==> src/rtl/rstseq_pkg.sv <==
package rstseq_pkg;

   typedef enum logic [3:0] {
      S_HOLD,
      S_STAB,
      S_STEP1,
      S_STEP2,
      S_STEP3,
      S_STEP4,
      S_STEP5,
      S_FETCH_LO,
      S_FETCH_HI,
      S_RUN
   } rseq_state_e;

endpackage

==> src/rtl/rstseq_pin_filter.sv <==
module rstseq_pin_filter #(
   parameter int SYNC_STAGES = 2,
   parameter int MIN_LOW     = 8
) (
   input  logic clk,
   input  logic por_n,
   input  logic pin_n,
   output logic ext_hold
);
   localparam int CNT_W = $clog2(MIN_LOW + 1);
   localparam logic [CNT_W-1:0] CNT_TOP = CNT_W'(MIN_LOW);

   generate
      if (SYNC_STAGES < 2) begin : g_bad_sync
         $error("rstseq_pin_filter: SYNC_STAGES must be at least 2");
      end
      if (MIN_LOW < 1) begin : g_bad_min
         $error("rstseq_pin_filter: MIN_LOW must be at least 1");
      end
   endgenerate

   logic [SYNC_STAGES-1:0] sync_q;
   logic                   pin_s;
   logic [CNT_W-1:0]       low_cnt_q;

   always_ff @(posedge clk or negedge por_n) begin
      if (!por_n) sync_q <= '1;
      else        sync_q <= {sync_q[SYNC_STAGES-2:0], pin_n};
   end

   assign pin_s = sync_q[SYNC_STAGES-1];

   always_ff @(posedge clk or negedge por_n) begin
      if (!por_n)                  low_cnt_q <= '0;
      else if (pin_s)              low_cnt_q <= '0;
      else if (low_cnt_q != CNT_TOP) low_cnt_q <= low_cnt_q + 1'b1;
   end

   assign ext_hold = (low_cnt_q == CNT_TOP);

   // the hold can only be present after a low synchronized sample
   p_hold_after_low_r1: assert property (@(posedge clk) disable iff (!por_n)
      ext_hold |-> !$past(pin_s));

   // a high sample always clears the hold on the next cycle
   p_high_clears_r2: assert property (@(posedge clk) disable iff (!por_n)
      pin_s |=> !ext_hold);

endmodule

==> src/rtl/rstseq_stab_timer.sv <==
module rstseq_stab_timer #(
   parameter int PRESCALE = 1024,
   parameter int TICKS    = 256
) (
   input  logic clk,
   input  logic por_n,
   input  logic run,
   output logic done
);
   localparam int PRE_W = (PRESCALE > 1) ? $clog2(PRESCALE) : 1;
   localparam int TCK_W = (TICKS > 1) ? $clog2(TICKS) : 1;
   localparam logic [TCK_W-1:0] TCK_LAST = TCK_W'(TICKS - 1);
   localparam longint WAIT_LEN = longint'(PRESCALE) * longint'(TICKS);

   generate
      if (PRESCALE < 1 || TICKS < 1) begin : g_bad_cfg
         $error("rstseq_stab_timer: PRESCALE and TICKS must be positive");
      end
   endgenerate

   logic             tick;
   logic [TCK_W-1:0] tck_q;

   generate
      if (PRESCALE == 1) begin : g_nopre
         assign tick = run;
      end else begin : g_pre
         localparam logic [PRE_W-1:0] PRE_LAST = PRE_W'(PRESCALE - 1);
         logic [PRE_W-1:0] pre_q;
         always_ff @(posedge clk or negedge por_n) begin
            if (!por_n)               pre_q <= '0;
            else if (!run)            pre_q <= '0;
            else if (pre_q == PRE_LAST) pre_q <= '0;
            else                      pre_q <= pre_q + 1'b1;
         end
         assign tick = run && (pre_q == PRE_LAST);
      end
   endgenerate

   always_ff @(posedge clk or negedge por_n) begin
      if (!por_n)      tck_q <= '0;
      else if (!run)   tck_q <= '0;
      else if (tick)   tck_q <= (tck_q == TCK_LAST) ? '0 : tck_q + 1'b1;
   end

   assign done = tick && (tck_q == TCK_LAST);

   // checker: independent count of consecutive run cycles
   logic [47:0] run_len_q;
   always_ff @(posedge clk or negedge por_n) begin
      if (!por_n)    run_len_q <= '0;
      else if (!run) run_len_q <= '0;
      else           run_len_q <= run_len_q + 1'b1;
   end

   // the wait ends after exactly PRESCALE*TICKS cycles of run
   p_wait_length_r4: assert property (@(posedge clk) disable iff (!por_n)
      done |-> (run_len_q == 48'(WAIT_LEN - 1)));

   p_done_needs_run_r4: assert property (@(posedge clk) disable iff (!por_n)
      !run |-> !done);

endmodule

==> src/rtl/rstseq_seq.sv <==
module rstseq_seq
   import rstseq_pkg::*;
#(
   parameter int              ADDR_W   = 16,
   parameter int              DATA_W   = 8,
   parameter logic [ADDR_W-1:0] VEC_ADDR = 16'hFFFE
) (
   input  logic              clk,
   input  logic              por_n,
   input  logic              req,
   input  logic              stab_done,
   input  logic [DATA_W-1:0] bus_data,
   output logic              stab_run,
   output logic [ADDR_W-1:0] bus_addr,
   output logic              bus_rd,
   output logic              pc_load,
   output logic [ADDR_W-1:0] pc_value,
   output logic              start,
   output logic              core_reset
);
   localparam logic [ADDR_W-1:0] VEC_HI = VEC_ADDR + 1'b1;

   generate
      if (ADDR_W != 2 * DATA_W) begin : g_bad_width
         $error("rstseq_seq: ADDR_W must be twice DATA_W");
      end
   endgenerate

   rseq_state_e       state_q, state_d;
   logic [DATA_W-1:0] lo_q;
   logic [ADDR_W-1:0] pc_q;
   logic              load_q;

   always_comb begin
      state_d = state_q;
      if (req) begin
         state_d = S_HOLD;
      end else begin
         unique case (state_q)
            S_HOLD:     state_d = S_STAB;
            S_STAB:     state_d = stab_done ? S_STEP1 : S_STAB;
            S_STEP1:    state_d = S_STEP2;
            S_STEP2:    state_d = S_STEP3;
            S_STEP3:    state_d = S_STEP4;
            S_STEP4:    state_d = S_STEP5;
            S_STEP5:    state_d = S_FETCH_LO;
            S_FETCH_LO: state_d = S_FETCH_HI;
            S_FETCH_HI: state_d = S_RUN;
            S_RUN:      state_d = S_RUN;
            default:    state_d = S_HOLD;
         endcase
      end
   end

   always_ff @(posedge clk or negedge por_n) begin
      if (!por_n) begin
         state_q <= S_HOLD;
         lo_q    <= '0;
         pc_q    <= '0;
         load_q  <= 1'b0;
      end else begin
         state_q <= state_d;
         load_q  <= (state_q == S_FETCH_HI) && !req;
         if (state_q == S_FETCH_LO && !req) lo_q <= bus_data;
         if (state_q == S_FETCH_HI && !req) pc_q <= {bus_data, lo_q};
      end
   end

   always_comb begin
      bus_rd   = 1'b0;
      bus_addr = '0;
      if (state_q == S_FETCH_LO) begin
         bus_rd   = 1'b1;
         bus_addr = VEC_ADDR;
      end else if (state_q == S_FETCH_HI) begin
         bus_rd   = 1'b1;
         bus_addr = VEC_HI;
      end
   end

   assign stab_run   = (state_q == S_STAB);
   assign core_reset = (state_q != S_RUN);
   assign pc_load    = load_q;
   assign pc_value   = pc_q;
   assign start      = load_q;

   // any request puts the core in reset on the next cycle
   p_req_resets_r3: assert property (@(posedge clk) disable iff (!por_n)
      req |=> (core_reset && !bus_rd));

   // high byte read directly follows the low byte read
   p_hi_after_lo_r5: assert property (@(posedge clk) disable iff (!por_n)
      (bus_rd && bus_addr == VEC_HI) |-> $past(bus_rd && bus_addr == VEC_ADDR));

   // load follows the high byte read and coincides with release
   p_load_after_hi_r6: assert property (@(posedge clk) disable iff (!por_n)
      pc_load |-> ($past(bus_rd && bus_addr == VEC_HI) && !core_reset));

   p_release_with_load_r6: assert property (@(posedge clk) disable iff (!por_n)
      $fell(core_reset) |-> pc_load);

   // start is a single-cycle strobe
   p_start_pulse_r7: assert property (@(posedge clk) disable iff (!por_n)
      start |=> !start);

endmodule

==> src/rtl/rstseq_top.sv <==
module rstseq_top #(
   parameter int              ADDR_W      = 16,
   parameter int              DATA_W      = 8,
   parameter int              PAGE_W      = 8,
   parameter int              SYNC_STAGES = 2,
   parameter int              MIN_LOW     = 8,
   parameter int              PRESCALE    = 1024,
   parameter int              TICKS       = 256,
   parameter logic [ADDR_W-1:0] VEC_ADDR  = 16'hFFFE
) (
   input  logic              clk,
   input  logic              por_n,
   input  logic              rst_pin_n,
   input  logic              wdt_req,
   input  logic [DATA_W-1:0] bus_data,
   output logic [ADDR_W-1:0] bus_addr,
   output logic              bus_rd,
   output logic              bus_wr,
   output logic              pc_load,
   output logic [ADDR_W-1:0] pc_value,
   output logic              start,
   output logic              core_reset,
   output logic              ctl_force,
   output logic [PAGE_W-1:0] ctl_page,
   output logic              ctl_gflag,
   output logic              ctl_wdt_en,
   output logic              ctl_pclk_en,
   output logic              ctl_pfd_en,
   output logic              ctl_clk_main
);
   generate
      if (PAGE_W < 1) begin : g_bad_page
         $error("rstseq_top: PAGE_W must be positive");
      end
   endgenerate

   logic ext_hold;
   logic req;
   logic stab_run;
   logic stab_done;

   rstseq_pin_filter #(
      .SYNC_STAGES (SYNC_STAGES),
      .MIN_LOW     (MIN_LOW)
   ) u_filter (
      .clk      (clk),
      .por_n    (por_n),
      .pin_n    (rst_pin_n),
      .ext_hold (ext_hold)
   );

   assign req = ext_hold | wdt_req;

   rstseq_stab_timer #(
      .PRESCALE (PRESCALE),
      .TICKS    (TICKS)
   ) u_timer (
      .clk   (clk),
      .por_n (por_n),
      .run   (stab_run),
      .done  (stab_done)
   );

   rstseq_seq #(
      .ADDR_W   (ADDR_W),
      .DATA_W   (DATA_W),
      .VEC_ADDR (VEC_ADDR)
   ) u_seq (
      .clk        (clk),
      .por_n      (por_n),
      .req        (req),
      .stab_done  (stab_done),
      .bus_data   (bus_data),
      .stab_run   (stab_run),
      .bus_addr   (bus_addr),
      .bus_rd     (bus_rd),
      .pc_load    (pc_load),
      .pc_value   (pc_value),
      .start      (start),
      .core_reset (core_reset)
   );

   // memory is never written by the sequence
   assign bus_wr       = 1'b0;

   // reset values of the control bits, applied while ctl_force is high
   assign ctl_force    = core_reset;
   assign ctl_page     = '0;
   assign ctl_gflag    = 1'b0;
   assign ctl_wdt_en   = 1'b0;
   assign ctl_pclk_en  = 1'b0;
   assign ctl_pfd_en   = 1'b0;
   assign ctl_clk_main = 1'b1;

   // control values are forced exactly while the core is in reset
   p_force_tracks_reset_r8: assert property (@(posedge clk) disable iff (!por_n)
      $rose(core_reset) |-> ctl_force);

endmodule

==> config.mk <==
export PLATFORM = sky130hd
export DESIGN_NAME = rstseq_top
export DESIGN_NICKNAME = d
export VERILOG_FILES = /design/src/rtl/rstseq_pkg.sv /design/src/rtl/rstseq_pin_filter.sv /design/src/rtl/rstseq_stab_timer.sv /design/src/rtl/rstseq_seq.sv /design/src/rtl/rstseq_top.sv
export SDC_FILE = /design/constraint.sdc
export NUM_CORES = 1
export LEC_CHECK = 0
export ABC_AREA = 1
export CAP_MARGIN = 0
export CORE_UTILIZATION = 35
export DETAILED_ROUTE_END_ITERATION = 16
export SLEW_MARGIN = 0
export SYNTH_ARGS = -nofsm -noshare
export SYNTH_HDL_FRONTEND = slang
export SYNTH_HIERARCHICAL = 1
export SYNTH_SLANG_ARGS = --single-unit
export TNS_END_PERCENT = 10
==> constraint.sdc <==
create_clock -name clk -period 4.3 [get_ports clk]
set_input_delay 0.645 -clock clk [delete_from_list [all_inputs] [get_ports clk]]
set_output_delay 0.645 -clock clk [all_outputs]
set_load 0.005 [all_outputs]
# ---- After elaboration in Yosys (flattened, before gate mapping)
# Cells that the tools add are included.
dict set report word_totals {
  wordCells 49
  register_bits 53
}
dict set report op_classes {
  n_bitwise 1
  add_sub_neg 3
  eq_ne 15
  n_reduce_logical 8
  n_mux 14
}
# operator n
set op_table {}
lappend op_table {{$pmux 4 s9} 1}
lappend op_table {{$mux 16} 2}
lappend op_table {{$mux 8} 3}
lappend op_table {{$mux 10} 2}
lappend op_table {{$eq 4x3->1 const B} 4}
lappend op_table {{$eq 4x4->1 const B} 3}
lappend op_table {{$mux 4} 3}
lappend op_table {{$add 10x1->10 const B} 1}
lappend op_table {{$eq 10x10->1 const B} 1}
lappend op_table {{$add 8x1->8 const B} 1}
lappend op_table {{$eq 4x2->1 const B} 2}
lappend op_table {{$eq 8x8->1 const B} 1}
lappend op_table {{$ne 4x4->1 const B} 2}
lappend op_table {{$add 4x1->4 const B} 1}
lappend op_table {{$eq 4x1->1 const B} 1}
lappend op_table {{$logic_and 1x1->1} 4}
lappend op_table {{$logic_not 4->1} 1}
lappend op_table {{$mux 1} 2}
lappend op_table {{$mux 2} 1}
lappend op_table {{$ne 2x2->1 const B} 1}
lappend op_table {{$reduce_bool 2->1} 1}
lappend op_table {{$reduce_or 2->1} 1}
lappend op_table {{$logic_not 1->1} 1}
lappend op_table {{$or 1x1->1} 1}

# ---- Longest topological paths before layout
dict set report logic_depth {
  ltp_word 6
  depth_mapped 11
  ltp_nobuf 10
}

# ---- Cells and area by module
# Netlist, hierarchy kept.
# module cells_each area_per_inst_um2 instances
set by_module_without_submodules {}
lappend by_module_without_submodules {rstseq_seq 156 1396.3 1}
lappend by_module_without_submodules {rstseq_stab_timer 131 1018.5 1}
lappend by_module_without_submodules {rstseq_pin_filter 31 279.0 1}
lappend by_module_without_submodules {rstseq_top 20 131.4 1}

# ---- Worst setup path before layout
# OpenSTA, ideal clock, no wires.
dict set report synth_timing {
  kind {reg2out}
  startpoint {register u_seq.state_q[2]}
  endpoint {output bus_addr[10]}
  path_stages_with_launch 5
  arrival_ns 1.579
  n_path_buf 1
  required_ns 3.655
  setup_slack_ns 2.076
  path_cell_list {dfrtp_1 -> nor2_1 -> nand2_1 -> o22ai_1 -> buf_4}
}
dict set report synth_between {
  elab_chain_len 3
  word_cells_on_any_way 4
}
# element line_no
set synth_rtl {}
lappend synth_rtl {{from (decl)} rstseq_seq.sv:29} ;# rseq_state_e state_q, state_d;
lappend synth_rtl {{from (signal assigned)} rstseq_seq.sv:62} ;# state_q <= state_d;
lappend synth_rtl {{$eq 4x4->1} rstseq_seq.sv:75} ;# end else if (state_q == S_FETCH_HI) begin
lappend synth_rtl {{$mux 16} rstseq_seq.sv:75}
lappend synth_rtl {{$mux 16 *} rstseq_seq.sv:72} ;# if (state_q == S_FETCH_LO) begin
lappend synth_rtl {{to (decl)} rstseq_top.sv:16} ;# output logic [ADDR_W-1:0] bus_addr,
# Mark *: on every way between the ends. The rest lies on a longest branch, timed or not.

# ---- Worst setup path after layout
dict set report layout_timing {
  startpoint {register u_seq.state_q[2]}
  endpoint {output bus_addr[14]}
}
# The elaborated chain is that of the path after synthesis.

==> flow_metrics.py <==
metrics = {
    "hold_path": {
        "hold_path_class": "register to register",
    },
    "power_and_ir_drop": {
        "power-per-cell-area_mw_per_mm2": 280,
        "power_mw": 0.927,
        "ir_worst_vdd_mv": 0.119,
        "p_leak_nw": 1.62,
    },
    "finish": {
        "final_layout_size_suffix_gt1_share_pct": 9.19,
        "diodes": 0,
        "fin_area_mm2": 0.00331,
        "syn_to_final_growth_pct": 17.0,
        "final_nets": 385,
        "fillCellCount": 774,
        "stdcell_count": 472,
    },
    "floorplan": {
        "start_util_pct": 36.4,
        "core_mm2": 0.00777,
        "ioPinCount": 63,
        "rows": 32,
        "dieWidth_um": 91.8,
        "die_h_um": 91.8,
        "die-area_mm2": 0.00844,
    },
    "routing": {
        "dr.pass1.iters": 6,
        "wl_mm": 5.63,
        "antenna_left": 0,
        "viasPerCell": 4.60,
        "vias": 2172,
        "wl_per_cell_um": 11.9,
        "drt_iter0_markers": 79,
        "drc": 0,
    },
    "global_route": {
        "met2_usage_pct": 24.2,
        "top_usage_layer": "met2",
        "gr-usage-all-layers_pct": 14.4,
        "grt_pass1_vias": 2123,
        "grt_util_met1_pct": 18.1,
        "antenna_found_initial": 0,
        "met3_usage_pct": 2.99,
        "grt_max_degree": 54,
        "grt_pass1_wl_mm": 9.80,
        "grt_overflow": 0,
    },
    "clock_tree": {
        "cts_hold_buffers": 0,
        "clockBufferDepth": 2,
        "cts_tree": "yes",
        "clock_sinks": 53,
        "path_clk_slew_ps": 100,
        "clockRootBuffer": "clkbuf_8",
        "clk_latency_ps": 320,
        "cts_buffers": 5,
        "htreeDepth": 2,
        "post-cts-setup-buffer-count": 0,
        "ctsResizeCount": 0,
    },
    "timing": {
        "fin_crit_sh_pct": 74.7,
        "tightest_slew_ps": 1030,
        "relSlewSlack_pct": 31.6,
        "finalHoldViolCount": 0,
        "drv_slew": 0,
        "rsz0062_at_grt": "false",
        "period_needed_ps": 3210,
        "finalWorstSetupSlack_ps": 1090,
        "setup_viol": 0,
        "fmax_mhz": 311,
        "timing.setup.tns_ps": 0,
        "fin_skew_ps": 13.7,
    },
    "yosys": {
        "synthArstFlopShare_pct": 100,
        "synth_cells": 338,
        "yosys-top-cells-area": "dfrtp_1 (45%), nand2_1 (14%), buf_4 (8.8%)",
        "ys_ff_latch": 53,
        "synth_warnings": 6,
        "seq_area_frac_synth_pct": 47.0,
        "synth.distinct_cells": 33,
        "synth-main-ff-cell": "dfrtp_1",
        "synthesis.area_mm2": 0.00283,
        "synth_edf_count": 0,
        "synth.largest_area_cell": "dfrtp_1",
        "syn_avg_cell_area_um2": 8.36,
        "synth_top_cell_area_share_pct": 45.2,
        "yosys-top-cells-count": "nand2_1 (105), dfrtp_1 (51), buf_4 (33)",
        "yosys.cell_count.top_type": "nand2_1",
    },
    "setup_path": {
        "critPathArrivalTime_ps": 2570,
        "r2r_slack_ps": 2270,
        "critPathRequiredTime_ps": 3650,
        "end_kind": "output pin",
        "startpoint_type": "register",
        "worst-setup-path-type": "register to output pin",
        "crit_fanout": 16,
    },
    "run": {
        "max-cap-violations": 0,
    },
    "placed_design": {
        "placedInstanceArea_mm2": 0.00321,
        "place_ws_ps": 1350,
        "place_congestion": 0.876,
        "placed_cells": 464,
        "io_buffers": 48,
        "place_hpwl_mm": 3.93,
    },
    "status": {
        "status": "completed",
    },
}
sequential cells by signal (all words and copies together), names as in the netlist:
register / count
u_filter/low_cnt_q: 4
u_filter/sync_q: 2
u_seq/lo_q: 8
u_seq/pc_load: 1
u_seq/pc_value: 16
u_seq/state_q: 4
u_timer/g_pre.pre_q: 10
u_timer/tck_q: 8
critical path, stage by stage (launching register included):
cell and delay [ps]:
dfrtp_1 480, nor2_1 190, nand2_1 120, o22ai_1 790
clkdlybuf4s50_1 680
layout by cell type, fill, tap and decap left out, drive strengths merged:
master | netlist | routed
a21oi | 4 | 4
buf | 36 | 2
clkbuf | 1 | 5
clkdlybuf4s50 | 0 | 47
clkinv | 0 | 1
conb | 2 | 14
dfrtp | 51 | 51
dfstp | 2 | 2
ha | 4 | 4
inv | 27 | 29
nand2 | 110 | 110
nand3 | 25 | 25
nand3b | 1 | 1
nand4 | 18 | 18
nor2 | 39 | 39
nor3 | 4 | 4
nor3b | 2 | 2
o21ai | 5 | 5
o21bai | 1 | 1
o22ai | 1 | 1
or2 | 1 | 1
xnor2 | 2 | 2
xor2 | 2 | 2
stage by stage:
stage	util (%)	hold slack, ps
floorplan	-	345
global placement	41.3	348
detailed placement	41.3	348
CTS	42.6	367
global route	42.6	371
finish	42.6	364
cells by family after synthesis:
| group | count (synthesis) | share of synthesized area (%) |
|---|---|---|
| flip-flops | 53 | 47.0 |
| AO/OA/AOI/OAI | 11 | 2.21 |
| other | 2 | 0.266 |
| XOR/XNOR | 4 | 1.24 |
| adder cells (fa/ha/maj) | 4 | 1.77 |
| buffers and inverters | 64 | 13.3 |
| AND/OR/NAND/NOR | 200 | 34.1 |
report_power, final:
group | switching, mW | internal, mW | total (mW) | leakage [nW]
registers | 0.0162 | 0.515 | 0.531 | 0.725
clock network | 0.186 | 0.122 | 0.308 | 0.0506
logic | 0.0560 | 0.0309 | 0.0870 | 0.846
total | 0.258 | 0.668 | 0.927 | 1.62
final cells by class:
cell class | count | area, um2 | area share [%]
clock inverters | 3 | 28.8 | 0.871
clock buffers | 5 | 68.8 | 2.08
flip-flops and latches | 53 | 1330 | 40.2
well taps | 102 | 128 | 3.86
inverters | 27 | 104 | 3.14
repair buffers | 49 | 483 | 14.6
multi-input cells | 233 | 1160 | 35.2
final timing paths:
| path | to | from | cells after the start |
|---|---|---|---|
| setup / recovery | bus_addr[14] | u_seq/state_q[2] | 4 |
| hold / removal | u_filter/sync_q[1] | u_filter/sync_q[0] | 0 |
| setup reg to reg | u_seq/state_q[1] | u_seq/state_q[0] | 8 |
| hold reg to reg | u_filter/sync_q[1] | u_filter/sync_q[0] | 0 |
| max in group asynchronous | u_timer/tck_q[5] | por_n | 2 |
| min in group asynchronous | u_seq/pc_value[8] | por_n | 2 |
routing by layer:
layer,vias up,part of all wire [%]
met5,-,0
met4,0,1.4
met3,7,3.4
met2,50,48
li1,1092,-
met1,1023,48
(Power assumes the default switching activity.)
